**src/rtl/irda_codec.sv**
```systemverilog
module irda_codec #(
  parameter int BIT_CYC = 32,
  parameter int LEN_W   = 6
) (
  input  logic             clk,
  input  logic             rst_n,
  input  logic             sw_rst,
  input  logic             cfg_en,
  input  logic             cfg_os16,
  input  logic             cfg_tx_clk16,
  input  logic [LEN_W-1:0] cfg_tx_len,
  input  logic             cfg_rx_inv,
  input  logic             cfg_rx_filt,
  input  logic [LEN_W-1:0] cfg_rx_len,
  input  logic             uart_txd,
  output logic             ir_tx,
  input  logic             ir_rx,
  output logic             uart_rxd
);
  localparam int PH_W = $clog2(BIT_CYC);
  localparam int TM_W = $clog2(BIT_CYC + 1);
  localparam int HC_W = LEN_W + 1;
  localparam logic [31:0] OS_DIV = 32'(BIT_CYC / 16);
  localparam logic [31:0] HALF   = 32'(BIT_CYC / 2);
  localparam logic [HC_W-1:0] HC_MAX = '1;

  logic             en_q, os16_q, clk16_q, inv_q, filt_q;
  logic [LEN_W-1:0] tx_len_q, rx_len_q;

  always_ff @(posedge clk or negedge rst_n)
    if (!rst_n) begin
      en_q <= 1'b0; os16_q <= 1'b0; clk16_q <= 1'b0; inv_q <= 1'b0; filt_q <= 1'b0;
      tx_len_q <= '0; rx_len_q <= '0;
    end else if (sw_rst) begin
      en_q <= cfg_en; os16_q <= cfg_os16; clk16_q <= cfg_tx_clk16;
      inv_q <= cfg_rx_inv; filt_q <= cfg_rx_filt;
      tx_len_q <= cfg_tx_len; rx_len_q <= cfg_rx_len;
    end

  // transmit: bit phase restarts on every edge of the UART line
  logic            txd_q;
  logic [PH_W-1:0] phase;

  always_ff @(posedge clk or negedge rst_n)
    if (!rst_n) begin
      txd_q <= 1'b1; phase <= '0;
    end else if (sw_rst) begin
      txd_q <= 1'b1; phase <= '0;
    end else if (uart_txd != txd_q) begin
      txd_q <= uart_txd; phase <= '0;
    end else begin
      phase <= (phase == PH_W'(BIT_CYC - 1)) ? '0 : phase + 1'b1;
    end

  logic [31:0] tx_w, tx_start, tx_end;
  logic        tx_pulse;

  assign tx_w     = (32'(tx_len_q) + 32'd1) * ((os16_q && clk16_q) ? OS_DIV : 32'd1);
  assign tx_start = ((tx_w >> 1) >= HALF) ? 32'd0 : HALF - (tx_w >> 1);
  assign tx_end   = tx_start + tx_w;
  assign tx_pulse = !txd_q && (32'(phase) >= tx_start) && (32'(phase) < tx_end);
  assign ir_tx    = sw_rst ? 1'b0 : (en_q ? tx_pulse : uart_txd);

  // receive: polarity, glitch filter, bit-long stretch
  logic            rx_q, trig, rx_low;
  logic [HC_W-1:0] hi_cnt, thr;
  logic [TM_W-1:0] timer, load_v;

  assign thr    = (filt_q && rx_len_q != '0) ? {rx_len_q, 1'b0} : HC_W'(1);
  assign trig   = rx_q && (hi_cnt == thr - 1'b1);
  assign load_v = (32'(thr) >= 32'(BIT_CYC)) ? '0 : TM_W'(32'(BIT_CYC) - 32'(thr));
  assign rx_low = trig || (timer != '0);

  always_ff @(posedge clk or negedge rst_n)
    if (!rst_n) begin
      rx_q <= 1'b0; hi_cnt <= '0; timer <= '0;
    end else if (sw_rst) begin
      rx_q <= 1'b0; hi_cnt <= '0; timer <= '0;
    end else begin
      rx_q   <= ir_rx ^ inv_q;
      hi_cnt <= !rx_q ? '0 : (hi_cnt == HC_MAX) ? HC_MAX : hi_cnt + 1'b1;
      if (trig)              timer <= load_v;
      else if (timer != '0)  timer <= timer - 1'b1;
    end

  assign uart_rxd = sw_rst ? 1'b1 : (en_q ? !rx_low : ir_rx);


  tx_zero_only_chk: assert property (@(posedge clk) disable iff (!rst_n || sw_rst)
    (en_q && ir_tx) |-> !txd_q);

  phase_range_chk: assert property (@(posedge clk) disable iff (!rst_n)
    32'(phase) < 32'(BIT_CYC));

  rx_lowstart_chk: assert property (@(posedge clk) disable iff (!rst_n || sw_rst)
    $rose(rx_low) |-> rx_q);

  timer_bound_chk: assert property (@(posedge clk) disable iff (!rst_n)
    32'(timer) < 32'(BIT_CYC));

  cfg_hold_chk: assert property (@(posedge clk) disable iff (!rst_n)
    !sw_rst |=> ($stable(tx_len_q) && $stable(rx_len_q) && $stable(en_q)));

  rst_clear_chk: assert property (@(posedge clk) disable iff (!rst_n)
    sw_rst |=> (phase == '0 && hi_cnt == '0 && timer == '0));
endmodule

```
**config.mk**
```make
export PLATFORM = sky130hd
export DESIGN_NAME = irda_codec
export DESIGN_NICKNAME = d
export VERILOG_FILES = /design/src/rtl/irda_codec.sv
export SDC_FILE = /design/constraint.sdc
export NUM_CORES = 1
export LEC_CHECK = 0
export ABC_CLOCK_PERIOD_IN_PS = 10690
export BUFFER_PORTS_ARGS = -buffer_cell sky130_fd_sc_hd__buf_2
export CORE_MARGIN = 8
export CORE_UTILIZATION = 39
export DETAILED_ROUTE_END_ITERATION = 16
export SLEW_MARGIN = 0
export SYNTH_ARGS = -nofsm -noshare
export SYNTH_HDL_FRONTEND = slang
export SYNTH_SLANG_ARGS = --single-unit
```
**constraint.sdc**
```tcl
create_clock -name clk -period 10.69 [get_ports clk]
set_input_delay 0.5345 -clock clk [delete_from_list [all_inputs] [get_ports clk]]
set_output_delay 0.5345 -clock clk [all_outputs]
set_load 0.02 [all_outputs]
```
==> results.rst <==
.. list-table::
   :header-rows: 1

   * - Metric
     - Value
   * - Run status
     - completed
   * - CTS clock-pin slew for the worst setup and hold paths
     - approximately 0.080 ns
   * - Filler cell count
     - 853
   * - Non-filler cells in the finished layout
     - slightly above 500
   * - Type of element launching the critical path
     - flop
   * - Pin count of the biggest net entering global routing
     - 38
   * - Half-perimeter wire length after detailed placement
     - 5367 um
   * - Mean number of vias per cell
     - between 5 and 6
   * - Number of buffers created by CTS
     - 5
   * - Overall Global Routing Usage
     - between 10% and 20%
   * - Kind of capture point of the worst setup path
     - output pin
   * - Maximum capacitance violations
     - 0
   * - Mapped Area
     - 0.003288 mm2
   * - Static leakage
     - around 1.6 nW
   * - Initial standard-cell utilization of the core
     - roughly two fifths
   * - Synth Area in Compound Gates
     - around a fifth
   * - Layout area overhead
     - 8.105%
   * - Detailed-route via count
     - 2,723
   * - Launch instance of the worst register-to-register path
     - rx_len_q[1]$_DFFE_PN0P_
   * - Number of detailed-route iterations in the first pass
     - 4
   * - Dominant combinational cell family by area after synthesis
     - simple AND/OR/NAND/NOR gates
   * - Required time worst endpoint
     - 10.16 ns
   * - DP Worst Slack
     - around 4.6 ns
   * - CP max stage cell
     - dfrtp_1
   * - Wire length after detailed routing
     - 6850 um
   * - Sink count of the clock tree
     - 37
   * - Global-route wire length before repair
     - about 12,000 um
   * - Setup TNS
     - 0 ns
   * - ANT cells
     - 0
   * - Avg WL per Cell
     - about 13 um
   * - Endpoints failing setup
     - 0
   * - Final hold violation count
     - 0
   * - Synthesized flop and latch total
     - 37
   * - Unique masters post-synth
     - 64
   * - # port buffers
     - 23
   * - Number of enable flip-flop cells after synthesis
     - 0
   * - Slew Limit Fails
     - 0
   * - Buffer type at the clock tree root
     - clkbuf_8
   * - Number of remaining DRC errors
     - 0
   * - Instance count of the mapped netlist
     - 382
   * - Top cell type's share of synthesized area
     - between 20% and 30%
   * - Stage delay of the slowest cell on the critical path
     - 0.45 ns
   * - H-tree depth reported by CTS
     - 2
   * - Worst Setup EP
     - ir_tx
   * - Share of final-layout standard cells stronger than drive strength 1
     - between 10% and 20%
   * - Share of the clock period used by the worst path after layout
     - around 60%
   * - Leading cell type in the layout, fill and taps excluded
     - dfrtp_1
   * - Post-synthesis share of cell area spent on full adders, half adders and majority gates
     - around an eighth
   * - Final critical path time including I/O delays and setup
     - around 6.4 ns
   * - Portion of netlist area occupied by mux cells
     - 5.365%
   * - Most instantiated flip-flop cell in the synthesis netlist
     - dfrtp_1
   * - Post-layout net count
     - around 460
   * - Via count of the first global-routing pass
     - 2,741
   * - Share of async-settable or async-resettable flops after synthesis
     - 100.0%
   * - Portion of the post-synthesis area used by sequential elements
     - between 20 and 30%
   * - Area fraction in and, or, nand and nor cells after synthesis
     - between 20% and 30%
   * - Most area-consuming cells after synthesis
     - dfrtp_1, ha_1, a21oi_1
   * - TritonCTS clock tree
     - built
   * - Placed inst area
     - roughly 0.0035 mm2
   * - Cell seen most often among critical-path stages
     - ha_1
   * - Dpl cells
     - between 500 and 600
   * - Post-synthesis area per instance
     - between 8 and 9 um2
   * - IR Drop Worst-Case VDD
     - just over 0.00008 V
   * - Finished Cell Area
     - roughly 0.0036 mm2
   * - Number of routed nets with antenna violations
     - 0
   * - GRT overflow
     - 0
   * - Maximum number of buffers from clock root to sink
     - 2
   * - Start point of the critical path
     - tx_len_q[0]$_DFFE_PN0P_
   * - CP max FO
     - 9
   * - FF-to-FF setup slack
     - 7.80 ns
   * - Setup CP Type
     - reg -> out
   * - Setup repair after global routing missed its margin
     - no
   * - Number of cells traversed by the worst register-to-register path
     - 9
   * - Die outline area
     - ~0.012 mm2
   * - Pin slew with the least headroom to its limit
     - between 0.8 and 0.9 ns
   * - Die span in x
     - around 110 um
   * - Class of the tightest hold or removal check
     - in -> async
   * - Commonest cells after routing, fill and taps aside
     - dfrtp_1, nand2_1, ha_1
   * - Final Core Density
     - between 40% and 50%
   * - Remaining max-slew budget at the tightest pin
     - a little over two fifths
   * - Count of instances resized after the clock tree is built
     - 0
   * - Xor and xnor area share after synthesis
     - under 10%
   * - Count of pins on the block boundary
     - 24
   * - Drt initial violations
     - roughly 110
   * - Highest achievable clock rate
     - 0.1567 GHz
   * - Number of post-CTS setup repair buffers
     - 0
   * - Quantity of hold-fixing buffers added after cts
     - 0
   * - Routability-driven placement congestion ratio
     - between 0.8 and 0.9
   * - WP data arrival
     - 5.85 ns
   * - Power Dens Cells
     - around 160 mW/mm2
   * - Clock latency on the worst-skew pair
     - between 0.2 and 0.3 ns
   * - Setup slack after layout
     - 4.308 ns
   * - Core region area
     - between 0.008 and 0.009 mm2
   * - Endpoint of the worst-slack reg-to-reg timing path
     - timer[0]$_DFFE_PN0P_
   * - Synth warn
     - 0
   * - Overall die height
     - roughly 110 um
   * - Post-route clock skew
     - 0.008345 ns
   * - Number of antenna violations at the first check in global routing
     - 0
   * - Library cell with the largest summed area after synthesis
     - dfrtp_1
   * - Row Count
     - 33
[Yosys cell counts (4+ instances only)]
| master | count |
|---|---|
| dfrtp_1 | 36 |
| ha_1 | 34 |
| nand2_1 | 34 |
| a21oi_1 | 30 |
| nor2_1 | 29 |
| o21ai_0 | 28 |
| inv_1 | 22 |
| xnor2_1 | 16 |
| nand3_1 | 14 |
| mux2_2 | 13 |
| xor2_1 | 9 |
| and3_1 | 8 |
| nand2b_1 | 7 |
| nor3_1 | 6 |
| and2_1 | 5 |
| clkbuf_1 | 5 |
| a31oi_1 | 4 |
| buf_6 | 4 |
| or3_1 | 4 |
[worst max-delay path, delay by kind of cell (launching register included)]
family / cells / cell delay, ns
adders and majority gates: 5 / 1.49
AOI/OAI and AO/OA: 9 / 1.56
xor gates and xnor gates: 1 / 0.32
buffers and inverters: 3 / 0.31
DFF: 1 / 0.45
and+or+nand+nor: 7 / 1.42
[logic make-up (layout without fill, tap and decap cells)]
family,Yosys count,in the layout
flip-flops,37,37
other,1,3
multiplexers,16,16
buffers and inverters,34,54
XOR/XNOR,26,26
AO/OA/AOI/OAI,98,98
adder cells (fa/ha/maj),34,34
AND/OR/NAND/NOR,136,136
[metrics by stage]
step,hold slack [ns],power (W)
final,0.3531,0.0005855
after global routing,0.4105,0.0006490
after global placement,0.4779,0.0004913
after CTS,0.3689,0.0005916
after floorplan,0.2389,0.0004337
after detailed placement,0.4882,0.0004932
[power breakdown]
part / internal (W) / switching (W)
Combinational: 0.000141 / 0.000174
Sequential: 0.000157 / 0.0000205
Clock: 0.0000452 / 0.0000474
[registers in the layout, summed over array words and instances, names as in the netlist]
name	cells
clk16_q	1
en_q	1
filt_q	1
hi_cnt	7
inv_q	1
os16_q	1
phase	5
rx_len_q	6
rx_q	1
timer	6
tx_len_q	6
txd_q	1
[how the worst min path moves through the flow]
stage / slack [ns] / start / cells past startpoint / endpoint
CTS: 0.37 / rst_n / 1 / rx_len_q[4]$_DFFE_PN0P_
global route: 0.41 / rst_n / 1 / rx_len_q[4]$_DFFE_PN0P_
global placement: 0.48 / phase[0]$_DFF_PN0_ / 1 / phase[0]$_DFF_PN0_
detailed placement: 0.49 / phase[0]$_DFF_PN0_ / 1 / phase[0]$_DFF_PN0_
finish: 0.35 / rst_n / 1 / rx_len_q[4]$_DFFE_PN0P_
floorplan: 0.24 / rst_n / 0 / clk16_q$_DFFE_PN0P_
[final cells by class]
type,count,area (um2),area share [%]
Clock buffer,6,72.57,2.042
Timing Repair Buffer,24,122.6,3.450
Multi-Input combinational cell,313,2208,62.13
Sequential cell,37,927.1,26.08
Clock inverter,2,10.01,0.2816
Tap cell,105,131.4,3.696
Inverter,22,82.58,2.323
[routing by layer]
layer | wire length [um] | GRT usage [%] | up-vias
met5 | 0 | 0 | -
li1 | - | - | 1407
met1 | 3626 | 18.31 | 1265
met2 | 2936 | 19.21 | 47
met3 | 233 | 2.216 | 4
met4 | 53 | 2.676 | 0
Note: power is estimated with default switching activity, not from simulation.
